--- config.mk ---
export PLATFORM = sky130hd
export DESIGN_NAME = reg_txn_engine
export DESIGN_NICKNAME = d
export VERILOG_FILES = /design/src/rtl/reg_txn_pkg.sv /design/src/rtl/reg_txn_tx.sv /design/src/rtl/reg_txn_rx.sv /design/src/rtl/reg_txn_engine.sv
export SDC_FILE = /design/constraint.sdc
export NUM_CORES = 1
export LEC_CHECK = 0
export ABC_CLOCK_PERIOD_IN_PS = 3300
export BUFFER_PORTS_ARGS = -buffer_cell sky130_fd_sc_hd__clkbuf_2
export CORE_MARGIN = 3
export CORE_UTILIZATION = 52
export CTS_BUF_LIST = sky130_fd_sc_hd__clkbuf_16
export CTS_CLUSTER_DIAMETER = 150
export CTS_CLUSTER_SIZE = 25
export DETAILED_ROUTE_END_ITERATION = 10
export GPL_ROUTABILITY_DRIVEN = 0
export MAX_ROUTING_LAYER = met4
export PLACE_DENSITY = 0.75
export SETUP_SLACK_MARGIN = 0.5
export SKIP_LAST_GASP = 1
export SLEW_MARGIN = 20
export SYNTH_ARGS = -nofsm -noshare
export SYNTH_HDL_FRONTEND = slang
export SYNTH_HIERARCHICAL = 1
export SYNTH_SLANG_ARGS = --single-unit
--- constraint.sdc ---
create_clock -name clk -period 3.3 [get_ports clk]
set_clock_uncertainty 0.05 [all_clocks]
set_input_delay 0.99 -clock clk [delete_from_list [all_inputs] [get_ports clk]]
set_output_delay 0.99 -clock clk [all_outputs]
set_load 0.03 [all_outputs]
--- src/rtl/reg_txn_pkg.sv ---
package reg_txn_pkg;

  typedef enum logic [1:0] {
    ST_OK      = 2'd0,
    ST_BADCNT  = 2'd1,
    ST_BADRESP = 2'd2,
    ST_TIMEOUT = 2'd3
  } txn_status_e;

  localparam logic [7:0] OP_WR     = 8'h00;
  localparam logic [7:0] OP_WR_SEQ = 8'h04;
  localparam logic [7:0] OP_RD     = 8'h10;
  localparam logic [7:0] OP_RD_SEQ = 8'h14;
  localparam logic [7:0] ACK_FLAG  = 8'h80;

  localparam int HDR_BYTES = 8;
  localparam int ACK_BYTES = 4;

  function automatic logic [7:0] op_code(input logic is_wr, input logic multi);
    if (is_wr) return multi ? OP_WR_SEQ : OP_WR;
    else       return multi ? OP_RD_SEQ : OP_RD;
  endfunction

endpackage

--- src/rtl/reg_txn_tx.sv ---
module reg_txn_tx
  import reg_txn_pkg::*;
#(
  parameter int MAX_WORDS = 16
) (
  input  logic        clk,
  input  logic        rst_n,
  input  logic        start,
  input  logic        is_wr,
  input  logic [7:0]  op,
  input  logic [31:0] addr,
  input  logic [15:0] size,
  output logic        tx_valid,
  input  logic        tx_ready,
  output logic [7:0]  tx_data,
  output logic        tx_last,
  input  logic        wd_valid,
  output logic        wd_ready,
  input  logic [31:0] wd_data,
  output logic        sent
);

  localparam int TOT_MAX = HDR_BYTES + 4 * MAX_WORDS;
  localparam int IDX_W   = $clog2(TOT_MAX + 1);

  logic             active;
  logic [IDX_W-1:0] idx;
  logic             wr_q;
  logic [7:0]       op_q;
  logic [31:0]      addr_q;
  logic [15:0]      size_q;

  logic [IDX_W-1:0] total;
  logic             in_hdr;
  logic [1:0]       bsel;
  logic [7:0]       hdr_b;
  logic             fire;

  assign total  = wr_q ? IDX_W'(HDR_BYTES) + IDX_W'(size_q) : IDX_W'(HDR_BYTES);
  assign in_hdr = (idx < IDX_W'(HDR_BYTES));
  assign bsel   = idx[1:0];

  always_comb begin
    case (idx[2:0])
      3'd0:    hdr_b = op_q;
      3'd1:    hdr_b = 8'h00;
      3'd2:    hdr_b = size_q[15:8];
      3'd3:    hdr_b = size_q[7:0];
      3'd4:    hdr_b = addr_q[31:24];
      3'd5:    hdr_b = addr_q[23:16];
      3'd6:    hdr_b = addr_q[15:8];
      default: hdr_b = addr_q[7:0];
    endcase
  end

  assign tx_valid = active && (in_hdr || wd_valid);
  assign tx_data  = in_hdr ? hdr_b : wd_data[8*bsel +: 8];
  assign tx_last  = active && (idx == total - IDX_W'(1));
  assign wd_ready = active && !in_hdr && tx_ready && (bsel == 2'd3);
  assign fire     = tx_valid && tx_ready;
  assign sent     = fire && tx_last;

  always_ff @(posedge clk) begin
    if (!rst_n) begin
      active <= 1'b0;
      idx    <= '0;
      wr_q   <= 1'b0;
      op_q   <= 8'h00;
      addr_q <= '0;
      size_q <= '0;
    end else if (start) begin
      active <= 1'b1;
      idx    <= '0;
      wr_q   <= is_wr;
      op_q   <= op;
      addr_q <= addr;
      size_q <= size;
    end else if (fire) begin
      if (tx_last) active <= 1'b0;
      else         idx    <= idx + IDX_W'(1);
    end
  end

  assert_tx_hold_R11: assert property (@(posedge clk) disable iff (!rst_n)
    (tx_valid && !tx_ready) |=> (tx_valid && $stable(tx_data)));

endmodule

--- src/rtl/reg_txn_rx.sv ---
module reg_txn_rx
  import reg_txn_pkg::*;
#(
  parameter int MAX_WORDS = 16
) (
  input  logic        clk,
  input  logic        rst_n,
  input  logic        start,
  input  logic        abort,
  input  logic        is_wr,
  input  logic [7:0]  op,
  input  logic [15:0] size,
  input  logic        rx_valid,
  output logic        rx_ready,
  input  logic [7:0]  rx_data,
  input  logic        rx_last,
  output logic        rd_valid,
  input  logic        rd_ready,
  output logic [31:0] rd_data,
  output logic        fin,
  output logic        good
);

  localparam int NB_W = $clog2(4 * MAX_WORDS + HDR_BYTES) + 1;
  localparam logic [NB_W-1:0] NB_MAX = '1;

  logic            active;
  logic [NB_W-1:0] nb;
  logic [23:0]     wbuf;
  logic            rdv;
  logic [31:0]     rdd;
  logic [7:0]      ack0, ackhi, acklo;
  logic            fin_q;
  logic            wr_q;
  logic [7:0]      op_q;
  logic [15:0]     size_q;
  logic            take;
  logic            emit;

  assign rx_ready = active && !rdv;
  assign take     = rx_valid && rx_ready;
  assign emit     = !wr_q && (nb[1:0] == 2'd3) && (32'(nb) < 32'(size_q));
  assign rd_valid = rdv;
  assign rd_data  = rdd;
  assign fin      = fin_q;
  assign good     = wr_q ?
    ((32'(nb) == ACK_BYTES) && (ack0 == (op_q | ACK_FLAG)) && ({ackhi, acklo} == size_q)) :
    (32'(nb) == 32'(size_q));

  always_ff @(posedge clk) begin
    if (!rst_n) begin
      active <= 1'b0;
      nb     <= '0;
      wbuf   <= '0;
      rdv    <= 1'b0;
      rdd    <= '0;
      ack0   <= 8'h00;
      ackhi  <= 8'h00;
      acklo  <= 8'h00;
      fin_q  <= 1'b0;
      wr_q   <= 1'b0;
      op_q   <= 8'h00;
      size_q <= '0;
    end else begin
      fin_q <= 1'b0;
      if (rdv && rd_ready) rdv <= 1'b0;
      if (start) begin
        active <= 1'b1;
        nb     <= '0;
        wr_q   <= is_wr;
        op_q   <= op;
        size_q <= size;
        ack0   <= 8'h00;
        ackhi  <= 8'h00;
        acklo  <= 8'h00;
      end else if (abort) begin
        active <= 1'b0;
      end else if (take) begin
        case (nb[1:0])
          2'd0: wbuf[7:0]   <= rx_data;
          2'd1: wbuf[15:8]  <= rx_data;
          2'd2: wbuf[23:16] <= rx_data;
          default: ;
        endcase
        if (emit) begin
          rdv <= 1'b1;
          rdd <= {rx_data, wbuf};
        end
        if (nb == NB_W'(0)) ack0  <= rx_data;
        if (nb == NB_W'(2)) ackhi <= rx_data;
        if (nb == NB_W'(3)) acklo <= rx_data;
        if (nb != NB_MAX) nb <= nb + NB_W'(1);
        if (rx_last) begin
          active <= 1'b0;
          fin_q  <= 1'b1;
        end
      end
    end
  end

  assert_rd_hold_R11: assert property (@(posedge clk) disable iff (!rst_n)
    (rd_valid && !rd_ready) |=> (rd_valid && $stable(rd_data)));

  assert_fin_after_eop_R7: assert property (@(posedge clk) disable iff (!rst_n)
    fin |-> $past(rx_valid && rx_last));

endmodule

--- src/rtl/reg_txn_engine.sv ---
module reg_txn_engine
  import reg_txn_pkg::*;
#(
  parameter int MAX_WORDS   = 16,
  parameter int CNT_W       = 16,
  parameter int TIMEOUT_CYC = 1000
) (
  input  logic             clk,
  input  logic             rst_n,
  input  logic             cmd_valid,
  output logic             cmd_ready,
  input  logic             cmd_write,
  input  logic [31:0]      cmd_addr,
  input  logic [CNT_W-1:0] cmd_count,
  input  logic             wd_valid,
  output logic             wd_ready,
  input  logic [31:0]      wd_data,
  output logic             tx_valid,
  input  logic             tx_ready,
  output logic [7:0]       tx_data,
  output logic             tx_last,
  input  logic             rx_valid,
  output logic             rx_ready,
  input  logic [7:0]       rx_data,
  input  logic             rx_last,
  output logic             rd_valid,
  input  logic             rd_ready,
  output logic [31:0]      rd_data,
  output logic             done,
  output logic [1:0]       done_status
);

  localparam int TMR_W = $clog2(TIMEOUT_CYC + 1);

  typedef enum logic [1:0] {S_IDLE, S_SEND, S_WAIT, S_DONE} state_e;

  state_e          state;
  txn_status_e     status_q;
  logic            wr_q;
  logic [7:0]      op_q;
  logic [15:0]     size_q;
  logic [TMR_W-1:0] tmr;

  logic        cmd_fire;
  logic        bad_cnt;
  logic [7:0]  op_n;
  logic [15:0] size_n;
  logic        tx_sent;
  logic        rx_fin;
  logic        rx_good;
  logic        eop_take;
  logic        expire;

  assign cmd_ready = (state == S_IDLE) && !rd_valid;
  assign cmd_fire  = cmd_valid && cmd_ready;
  assign bad_cnt   = (cmd_count == '0) || (32'(cmd_count) > MAX_WORDS);
  assign op_n      = op_code(cmd_write, cmd_count != CNT_W'(1));
  assign size_n    = 16'({cmd_count, 2'b00});
  assign eop_take  = rx_valid && rx_ready && rx_last;
  assign expire    = (state == S_WAIT) && (tmr == TMR_W'(TIMEOUT_CYC - 1)) && !rx_fin && !eop_take;
  assign done        = (state == S_DONE);
  assign done_status = status_q;

  reg_txn_tx #(.MAX_WORDS(MAX_WORDS)) tx_i (
    .clk      (clk),
    .rst_n    (rst_n),
    .start    (cmd_fire && !bad_cnt),
    .is_wr    (cmd_write),
    .op       (op_n),
    .addr     (cmd_addr),
    .size     (size_n),
    .tx_valid (tx_valid),
    .tx_ready (tx_ready),
    .tx_data  (tx_data),
    .tx_last  (tx_last),
    .wd_valid (wd_valid),
    .wd_ready (wd_ready),
    .wd_data  (wd_data),
    .sent     (tx_sent)
  );

  reg_txn_rx #(.MAX_WORDS(MAX_WORDS)) rx_i (
    .clk      (clk),
    .rst_n    (rst_n),
    .start    (tx_sent),
    .abort    (expire),
    .is_wr    (wr_q),
    .op       (op_q),
    .size     (size_q),
    .rx_valid (rx_valid),
    .rx_ready (rx_ready),
    .rx_data  (rx_data),
    .rx_last  (rx_last),
    .rd_valid (rd_valid),
    .rd_ready (rd_ready),
    .rd_data  (rd_data),
    .fin      (rx_fin),
    .good     (rx_good)
  );

  always_ff @(posedge clk) begin
    if (!rst_n) begin
      state    <= S_IDLE;
      status_q <= ST_OK;
      wr_q     <= 1'b0;
      op_q     <= 8'h00;
      size_q   <= '0;
      tmr      <= '0;
    end else begin
      case (state)
        S_IDLE: if (cmd_fire) begin
          wr_q   <= cmd_write;
          op_q   <= op_n;
          size_q <= size_n;
          if (bad_cnt) begin
            status_q <= ST_BADCNT;
            state    <= S_DONE;
          end else begin
            state <= S_SEND;
          end
        end
        S_SEND: if (tx_sent) begin
          tmr   <= '0;
          state <= S_WAIT;
        end
        S_WAIT: begin
          if (tmr != TMR_W'(TIMEOUT_CYC - 1)) tmr <= tmr + TMR_W'(1);
          if (rx_fin) begin
            status_q <= rx_good ? ST_OK : ST_BADRESP;
            state    <= S_DONE;
          end else if (expire) begin
            status_q <= ST_TIMEOUT;
            state    <= S_DONE;
          end
        end
        default: state <= S_IDLE;
      endcase
    end
  end

  assert_reject_R9: assert property (@(posedge clk) disable iff (!rst_n)
    (cmd_fire && bad_cnt) |=> (done && done_status == ST_BADCNT));

  assert_quiet_tx_R9: assert property (@(posedge clk) disable iff (!rst_n)
    (state != S_SEND) |-> !tx_valid);

  assert_done_pulse_R12: assert property (@(posedge clk) disable iff (!rst_n)
    done |=> !done);

  assert_timer_bound_R10: assert property (@(posedge clk) disable iff (!rst_n)
    (state == S_WAIT) |-> (32'(tmr) < TIMEOUT_CYC));

endmodule

==> reports/results.tsv, run 1 <==
metric	value	unit
path_cells	nand2_2 > ha_4 > nand3b_1 > xnor2_2 > or3b_4 > o311a_4 > nor2_4 > buf_8	
rows	50	
peakVddDrop	0.374	mV
hp-class	flop to flop	
port_buffers	145	
numCtsBuffers	12	
max_stage_delay	410	ps
grt_pass1_vias	8386	
placed_cells	1447	
yosysUniqueCellTypes	63	
antenna_found_initial	0	
syn_area_per_cell	9.21	um^2
synth_area_leaders	dfxtp_1, mux2i_1, nand2_1	
vias	8696	
fillers	1339	
cts_max_path_buffers	3	
drive_above_1_share	30.8	%
place_ws	-14.5	ps
violations	setup timing	
finalSetupViolCount	8	
grt_pass1_wl	42700	um
grt_overflow	0	
crit_buf_inv	1	
synth_seq_cells	211	
worst_slack	-57.5	ps
grt_max_degree	64	
io_pins	146	
relSlewSlack	46.0	%
slew_violations	0	
rsz0062_at_grt	true	
die_y	145	um
end_kind	output port	
vias_per_cell	5.77	
crit_family	simple AND/OR/NAND/NOR gates	
die-area	20900	um^2
wl_per_cell	18.9	um
hold_buffers	0	
fin_nets	1394	
synth_most_common_cell	dfxtp_1	
dpl.hpwl	17800	um
cts_root_buffer	clkbuf_16	
postSynthCellCount	1084	
initial_core_util	53.2	%
ys_warn_count	6	
crit_arrival	2320	ps
crit_fanout	3	
ys_async_sr_fraction	0	%
diodes	0	
timing.final.crit_share	102	%
synth_seq_area_share	42.3	%
synth-edff-count	0	
post-route-min-period	3360	ps
drv_cap	0	
path_class	flop to output port	
post-synth-top-area-cell	dfxtp_1	
core	18800	um^2
postRouteAntennaNets	0	
p_leak	4.62	nW
fin_cells	1508	
required	2260	ps
hold_violations	0	
cts_tree	done	
drt_wl_total	28600	um
die_x	145	um
clkTransAtPathRegs	100	ps
grt_usage	25.9	%
drt_pre_antenna_iters	5	
fmax	298	MHz
clk_latency	480	ps
critical_path.startpoint_type	flop	
finalInstanceArea	13100	um^2
ys_top_cells_by_count	dfxtp_1, nand2_1, mux2i_1, nor2b_1, nand3_1	
first_iter_violations	680	
tightestPinTransition	809	ps
ys.flop_type	dfxtp_1	
cts_max_level	1	
syn_area	9990	um^2
slowest_stage	or3b_4	
drc	0	
cts.sinks	211	
synthToLayoutAreaGrowth	30.9	%
place_area	11400	um^2
synth_top_area_share	42.3	%
outcome	finished, violations left	
power_density	376	nW/um^2
## cells by family (layout without fill, tap and decap cells)
| group | Yosys count | in the layout | synth area share [%] |
|---|---|---|---|
| flip-flops | 211 | 211 | 42.3 |
| buffers and inverters | 88 | 263 | 3.71 |
| AND/OR/NAND/NOR | 433 | 434 | 21.9 |
| multiplexers | 133 | 133 | 14.4 |
| XOR/XNOR | 50 | 50 | 4.70 |
| AO/OA/AOI/OAI | 144 | 144 | 9.91 |
| adder cells (fa/ha/maj) | 24 | 24 | 3.01 |
| other | 1 | 15 | 0.0376 |
## per-layer routing
layer | GRT usage, % | part of all wire (%) | vias up
met5 | - | 0 | -
met4 | 7.41 | 3.5 | 0
met3 | 3.34 | 5.0 | 54
met2 | 44.9 | 51 | 305
met1 | 31.7 | 41 | 4233
li1 | - | - | 4104
## worst paths after layout
check	from	slack, ps	end	cells after the start
worst max-delay path	tx_i/wr_q	-60	tx_last	8
worst max register to register	tx_i/size_q[3]	-20	rx_i/rd_data[23]	14
worst min-delay path	rx_i/wbuf[19]	410	rx_i/wbuf[19]	2
worst min register to register	rx_i/wbuf[19]	410	rx_i/wbuf[19]	2
## stage by stage
| step | setup TNS (ps) | util [%] | hold slack [ps] | power [mW] |
|---|---|---|---|---|
| 2_1_floorplan | 0 | - | 387 | 3.03 |
| 3_3_place_gp | 0 | 60.5 | 392 | 3.22 |
| 3_5_place_dp | -14.5 | 60.5 | 400 | 3.23 |
| 4_1_cts | -260 | 66.4 | 414 | 4.86 |
| 5_1_grt | -3650 | 69.6 | 428 | 5.09 |
| 6_report | -159 | 69.6 | 409 | 4.92 |
## what timing repair did
item                       CTS  global route
resized for setup           92           127
setup endpoints to repair  111           138
pin swaps                   29            64
setup buffers               24            10
gates cloned                 9             3
## final cells by class
| cell class | count | area [um^2] | area share (%) |
|---|---|---|---|
| well taps | 234 | 293 | 2.24 |
| clock inverters | 2 | 20.0 | 0.153 |
| repair buffers | 226 | 1830 | 14.0 |
| inverters | 22 | 87.6 | 0.670 |
| multi-input cells | 800 | 6280 | 48.0 |
| flip-flops and latches | 211 | 4240 | 32.4 |
| clock buffers | 13 | 325 | 2.49 |
## where the power goes
part	total (mW)	switching, mW	internal [mW]
Sequential	2.64	0.0396	2.60
Clock	1.58	0.860	0.723
Combinational	0.697	0.417	0.280
## flip-flops by register name, summed over array words and instances (netlist names), 2 cells and up
name / flops
rx_i/size_q: 16
tx_i/op_q: 8
rx_i/rd_data: 32
rx_i/ackhi: 8
state: 2
tx_i/size_q: 16
rx_i/nb: 8
size_q: 14
tmr: 10
tx_i/addr_q: 32
rx_i/ack0: 8
rx_i/op_q: 7
done_status: 2
rx_i/acklo: 8
op_q: 2
rx_i/wbuf: 24
tx_i/idx: 7
## cells in the final DEF, fill, tap and decap left out, drive strengths merged, types with 3 or more instances in the layout
cell type,instances
or4,4
mux2i,117
nand3b,3
nand2,179
nand3,61
nand4,12
a21boi,40
dfxtp,211
mux2,8
mux4,8
o21a,4
nand2b,3
inv,24
ha,24
a22oi,5
o211ai,3
a221oi,8
nor4,12
conb,15
buf,87
or3,5
clkbuf,152
o21ai,11
nor2,40
a31oi,6
xnor2,28
a32o,4
nand4b,3
a21oi,46
nor2b,87
and3,6
xor2,20
nor3,10
a222oi,4
a311oi,3
## worst register-to-register path, cell delays in order, from the launching register on
cell	delay, ps
dfxtp_4	360
ha_4	240
nand4bb_4	200
or4_4	500
a22oi_2	170
nand4b_4	180
buf_6	100
buf_6	90
nor3_4	50
or4_4	510
nor3_4	160
buf_4	140
buf_6	120
clkbuf_16	170
mux2i_1	200
No activity file was read; power rests on OpenSTA's default activity.
==> run 2, diff against run 1 <==
Settings changed: CORE_UTILIZATION 52 to 51, PLACE_DENSITY 0.75 to 0.74, SYNTH_HIERARCHICAL 1 to default.
==> run 2 against run 1 <==
Against the previous run:
- the run still ends with setup timing left
- largest cell class unchanged
- utilization shrank 2.3 points
- cell area shrank 13%
- worst hold slack lost 2.9 ps
- clock power grew 31%
- clock-buffer cell count grew 4
- critical path depth shrank 1
- synthesized cell count shrank 9.3%
- critical endpoint unchanged
- fmax shrank 0.68%
- largest power group unchanged
- via count shrank 12%
- global-route usage shrank 1.9 points
- final cell count shrank 8.4%
- sequential cell count shrank 15
==> reports/results.tsv, run 2 <==
metric	value	unit	change
min_from	rx_i.acklo[1]		
drc	0		unchanged
diodes	0		unchanged
critical_path.startpoint_type	flop		
peakVddDrop	0.568	mV	+52%
grt_max_degree	58		-9.4%
ys_async_sr_fraction	0	%	unchanged
crit_arrival	2340	ps	+20 ps
utilization	67.3	%	-2.3 points
fmax	296	MHz	-0.68%
hold_violations	0		unchanged
postRouteAntennaNets	0		unchanged
r2r-end	tx_i.idx[2]		
cts_root_buffer	clkbuf_16		
wl_met1	10400	um	-10%
synth_seq_cells	196		-7.1%
clkTransAtPathRegs	70	ps	-30 ps
numCtsBuffers	17		+5
grt_usage	24.0	%	-1.9 points
hp-class	flop to flop		
wl_per_cell	16.7	um	-12%
cts_max_level	4		+3
synth_seq_area_share	43.9	%	+1.6 points
finalSetupViolCount	1		-7
dr.max_layer_used	met4		
core	16900	um^2	-10%
hold_path_depth	2		unchanged
ys.flop_type	dfxtp_1		
place_area	10000	um^2	-12%
fin_cells	1382		-8.4%
yosysUniqueCellTypes	70		+11%
hold_end	rx_i.acklo[1]		
relSlewSlack	53.9	%	+7.9 points
postSynthCellCount	983		-9.3%
ys_top_cells_by_count	nand2_1, dfxtp_1, mux2i_1, a21boi_0, a21oi_1		
fillers	1254		-6.3%
synthToLayoutAreaGrowth	27.1	%	
cts_tree	done		
required	2260	ps	about the same
rows	47		-6.0%
die_y	138	um	-4.3%
dpl.hpwl	15400	um	-14%
syn_area_per_cell	9.09	um^2	-1.3%
io_pins	146		unchanged
placed_cells	1318		-8.9%
crit_fanout	2		-1
drive_above_1_share	27.1	%	-3.7 points
drt_pre_antenna_iters	5		unchanged
violations	setup timing		
r2r_setup_slack	320	ps	+340 ps
path_class	flop to output port		
synth_top_area_share	43.9	%	+1.6 points
p_leak	4.69	nW	+1.5%
die-area	19100	um^2	-8.4%
tightestPinTransition	691	ps	-118 ps
grt_pass1_wl	37100	um	-13%
final_cell_mix	nand2_1, dfxtp_1, clkbuf_2		
grt_pass1_vias	7234		-14%
port_buffers	145		unchanged
synth_most_common_cell	nand2_1		
worst_slack	-80.4	ps	-23.0 ps
dr_wl_met3	1450	um	+1.2%
post-synth-top-area-cell	dfxtp_1		
finalInstanceArea	11400	um^2	-13%
slew_violations	0		unchanged
synth_nets	1103		
timing.final.crit_share	102	%	+0.70 points
crit_buf_inv	1		unchanged
cts_max_path_buffers	2		-1
slowest_stage	a2111oi_4		
initial_core_util	52.9	%	-0.27 points
end_kind	output port		
fin_nets	1269		-9.0%
max_stage_delay	420	ps	about the same
outcome	finished, violations left		
power_density	447	nW/um^2	+19%
antenna_found_initial	0		unchanged
grt_overflow	0		unchanged
post-route-min-period	3380	ps	+23.0 ps
r2r_start	tx_i.size_q[4]		
vias_per_cell	5.54		-3.9%
synth-edff-count	0		unchanged
cts.sinks	196		-7.1%
final_common_cell	nand2_1		
wl_met2	10700	um	-26%
first_iter_violations	494		-27%
drt_wl_total	23000	um	-19%
die_x	138	um	-4.3%
rsz0062_at_grt	true		
reg2regPathDepth	10		-4
clk_latency	430	ps	-50 ps
vias	7661		-12%
crit_family	XOR/XNOR gates		
ys_warn_count	0		-6
drv_cap	0		unchanged
synth_area_leaders	dfxtp_1, nand2_1, mux2i_1		
path_cells	ha_4 > xor2_1 > xor2_2 > a2111oi_4 > and2b_2 > and2_4 > buf_8		
syn_area	8930	um^2	-11%
==> run 2: cell types whose count changed after synthesis, moves of 17 or more <==
cell | before | now
nor2b_1 | 87 | 26
mux2i_1 | 117 | 76
nand2_1 | 179 | 218
nand3_1 | 61 | 38
a21boi_0 | 40 | 57
xnor2_1 | 28 | 11
==> run 2: layout make-up <==
class | instances | area [um^2] | share of cell area [%]
clock buffer | 17 | 425 | 3.75
clock inverter | 15 | 180 | 1.59
inverter | 18 | 70.1 | 0.617
multi-input combinational | 715 | 5080 | 44.7
sequential | 196 | 3950 | 34.7
tap | 220 | 275 | 2.42
timing repair buffer | 201 | 1390 | 12.2
==> run 2: timing repair <==
action	in CTS	in global routing
hold buffers	0	0
endpoints found under the setup margin	51	126
gates resized for setup	61	33
cloned	1	2
buffers inserted	18	11
pin swaps	19	14
==> run 2: worst register-to-register path: stages (launching register included) <==
cell,delay [ps]
dfxtp_1,380
ha_4,140
xor2_1,310
xor2_2,170
a21boi_1,230
and2b_2,260
buf_4,140
buf_6,130
a21oi_1,570
nor2_1,160
a211oi_1,340
==> run 2: where the power goes <==
part / switching, mW / leakage, nW / internal [mW]
clock: 1.04 / 0.296 / 1.03
combinational: 0.336 / 2.81 / 0.224
sequential: 0.0345 / 1.59 / 2.41
==> run 2: stage by stage <==
stage | power (mW) | setup TNS, ps | setup WS (ps) | hold slack (ps)
2_1_floorplan | 2.83 | 0 | 501 | 382
3_3_place_gp | 3.01 | 0 | 276 | 389
3_5_place_dp | 3.02 | 0 | 119 | 395
4_1_cts | 5.07 | -104 | -104 | 405
5_1_grt | 5.27 | -213 | -120 | 426
6_report | 5.08 | -80.4 | -80.4 | 406
==> run 2: routing by layer <==
layer | up-vias | GRT usage, %
met5 | - | -
met4 | 0 | 7.23
met3 | 33 | 4.63
met2 | 278 | 36.4
met1 | 3578 | 32.8
li1 | 3772 | -
==> run 2: worst max path at each step <==
stage | cells past startpoint | endpoint | startpoint | slack, ps
CTS | 8 | tx_last | tx_i.wr_q | -100
global placement | 8 | tx_last | tx_i.wr_q | 280
finish | 7 | tx_last | tx_i.size_q[4] | -80
global route | 7 | tx_last | tx_i.size_q[4] | -120
floorplan | 6 | tx_data[3] | tx_i.idx[1] | 500
detailed placement | 8 | tx_last | tx_i.size_q[2] | 120
==> run 2: cells by family after synthesis <==
kind of cell | count (synthesis) | share of synthesized area [%]
AND/OR/NAND/NOR | 391 | 20.6
flip-flops | 196 | 43.9
AO/OA/AOI/OAI | 176 | 14.0
multiplexers | 88 | 11.0
buffers and inverters | 73 | 3.56
XOR/XNOR | 36 | 3.70
adder cells (fa/ha/maj) | 23 | 3.22
==> run 3, diff against run 2 <==
Settings changed: ABC_CLOCK_PERIOD_IN_PS 3300 to 2920.
Clock period 3.3 ns to 2.92 ns, I/O delays scaled along.
==> run 3 against run 2 <==
Against the previous run:
- the flow still finishes with violations (setup timing)
- non-clock buffer count up 36
- utilization up 4.9 points
- sequential power up 13%
- register-to-register slack worse by 160 ps
- die area unchanged
- via count up 4.8%
- global-route usage up 1.0 points
- final cell count up 2.6%
- clock-buffer cell count unchanged
- power up 17%
- highest routed layer unchanged
- clock power up 14%
- sequential cell count unchanged
==> reports/results.tsv, run 3 (synthesis gave the netlist of run 2 again) <==
metric	value	unit	change
outcome	finished, violations left		
violations	setup timing		
end_kind	output port		
fin_cells	1418		+2.6%
die-area	19100	um^2	unchanged
combPwrFrac	13.5	%	+2.5 points
final_common_cell	nand2_1		
core	16900	um^2	unchanged
post-route-min-period	3200	ps	
grt_overflow	0		unchanged
finalSetupViolCount	9		+8
setup.worst_path.end	tx_data[6]		
cts_max_level	4		unchanged
peakVddDrop	0.508	mV	-11%
p_leak	4.99	nW	+6.5%
rsz0062_at_grt	true		
timing.final.crit_share	110	%	
worst_slack	-277	ps	-197 ps
numCtsBuffers	17		unchanged
crit_fanout	4		+2
pwr-share-seq	46.6	%	-1.6 points
placed_cells	1325		+0.53%
hold_path_depth	2		unchanged
postRouteAntennaNets	0		unchanged
antenna_found_initial	1		+1
cts_max_path_buffers	2		unchanged
vias_per_cell	5.66		+2.1%
slowest_stage	a222oi_1		
power_density	488	nW/um^2	+9.2%
path_class	flop to output port		
r2r_setup_slack	160	ps	-160 ps
drive_above_1_share	32.2	%	+5.1 points
fmax	313	MHz	
grt_max_degree	50		-14%
reg2regPathDepth	12		+2
place_area	10200	um^2	+1.5%
final_cell_mix	nand2_1, dfxtp_1, clkbuf_2		
cts.sinks	196		unchanged
drt_pre_antenna_iters	5		unchanged
r2r_start	tx_i.wr_q		
hold_violations	0		unchanged
die_y	138	um	unchanged
synthToLayoutAreaGrowth	36.3	%	
r2r-end	tmr[3]		
slew_violations	0		unchanged
hold_buffers	0		unchanged
cts_tree	done		
fin_nets	1304		+2.8%
clk_latency	440	ps	about the same
crit_start	tx_i.idx[0]		
intPower	4.25	mW	+16%
switching_power	1.70	mW	+20%
critical_path.startpoint_type	flop		
clkTransAtPathRegs	80	ps	about the same
wl_per_cell	17.8	um	+7.0%
grt_pass1_vias	7505		+3.7%
p_sw_share	28.5	%	+0.79 points
first_iter_violations	599		+21%
drv_cap	0		unchanged
port_buffers	145		unchanged
required	1990	ps	-270 ps
grt_pass1_wl	38500	um	+3.7%
initial_core_util	52.9	%	unchanged
hp-class	flop to flop		
rows	47		unchanged
clkPwrFrac	40.0	%	-0.8 points
finalInstanceArea	12200	um^2	+7.2%
die_x	138	um	unchanged
tightestPinTransition	620	ps	-71.5 ps
multiInputGateArea	5320	um^2	+4.8%
dpl.hpwl	15300	um	-0.57%
fillers	1170		-6.7%
relSlewSlack	58.3	%	+4.4 points
ff_latch_area	3960	um^2	+0.32%
drt_wl_total	25300	um	+9.8%
crit_arrival	2270	ps	-70 ps
io_pins	146		unchanged
path_cells	ha_2 > ha_4 > a222oi_1 > o21ai_4 > mux2_4 > buf_8		
drc	0		unchanged
vias	8028		+4.8%
max_stage_delay	510	ps	+90 ps
cts_root_buffer	clkbuf_16		
grt_usage	25.0	%	+1.0 points
[run 3: metrics by stage]
step           setup WS, ps  total power, mW  hold WS, ps  utilization [%]  TNS, ps
3_3_place_gp            142             3.41          391             60.4        0
3_5_place_dp            138             3.41          396             60.4        0
5_1_grt                -316             6.15          426             72.2    -2280
4_1_cts                -301             5.88          409             69.9    -1860
6_report               -277             5.94          407             72.2    -1700
2_1_floorplan           278             3.20          382                -        0
[run 3: critical path: cells and delay by family, from the launching register on]
kind,cells,cell delay (ps)
compound gates,2,630
mux,1,290
buf+inv,1,140
fa+ha+maj,2,400
flops,1,380
[run 3: layout make-up]
cell class / instances / area share, %
multi-input cells: 714 / 43.7
flip-flops and latches: 196 / 32.5
repair buffers: 237 / 15.9
clock buffers: 17 / 3.49
well taps: 220 / 2.26
clock inverters: 15 / 1.57
inverters: 18 / 0.627
diodes: 1 / 0.0205
[run 3: power by group through the flow]
| stage | registers [mW] | clock network, mW | logic, mW |
|---|---|---|---|
| after floorplan | 2.84 | 0 | 0.365 |
| after global placement | 2.83 | 0 | 0.578 |
| after detailed placement | 2.83 | 0 | 0.581 |
| final | 2.77 | 2.37 | 0.800 |
| after CTS | 2.77 | 2.38 | 0.729 |
| after global routing | 2.78 | 2.50 | 0.866 |
[run 3: worst min-delay path by stage]
stage | start | end | slack, ps
floorplan | rx_i.ack0[7] | rx_i.ack0[7] | 380
global placement | rx_i.rd_data[10] | rx_i.rd_data[10] | 390
detailed placement | rx_i.rd_data[10] | rx_i.rd_data[10] | 400
CTS | rx_i.acklo[0] | rx_i.acklo[0] | 410
global route | rx_i.ack0[1] | rx_i.ack0[1] | 430
finish | rx_i.rd_data[14] | rx_i.rd_data[14] | 410
[run 3: metal layers]
| layer | wire length, um | share of wire [%] | vias to the layer above | global-route usage [%] |
|---|---|---|---|---|
| li1 | - | - | 3851 | - |
| met1 | 11100 | 44 | 3818 | 33.4 |
| met2 | 12000 | 47 | 312 | 39.2 |
| met3 | 1670 | 6.6 | 47 | 4.90 |
| met4 | 516 | 2.0 | 0 | 6.92 |
| met5 | 0 | 0 | - | - |
[run 3: what timing repair did]
action / in CTS / in global routing
gates resized for setup: 105 / 54
pin swaps: 31 / 29
setup endpoints to repair: 132 / 142
cloned: 8 / 2
buffers inserted: 36 / 14
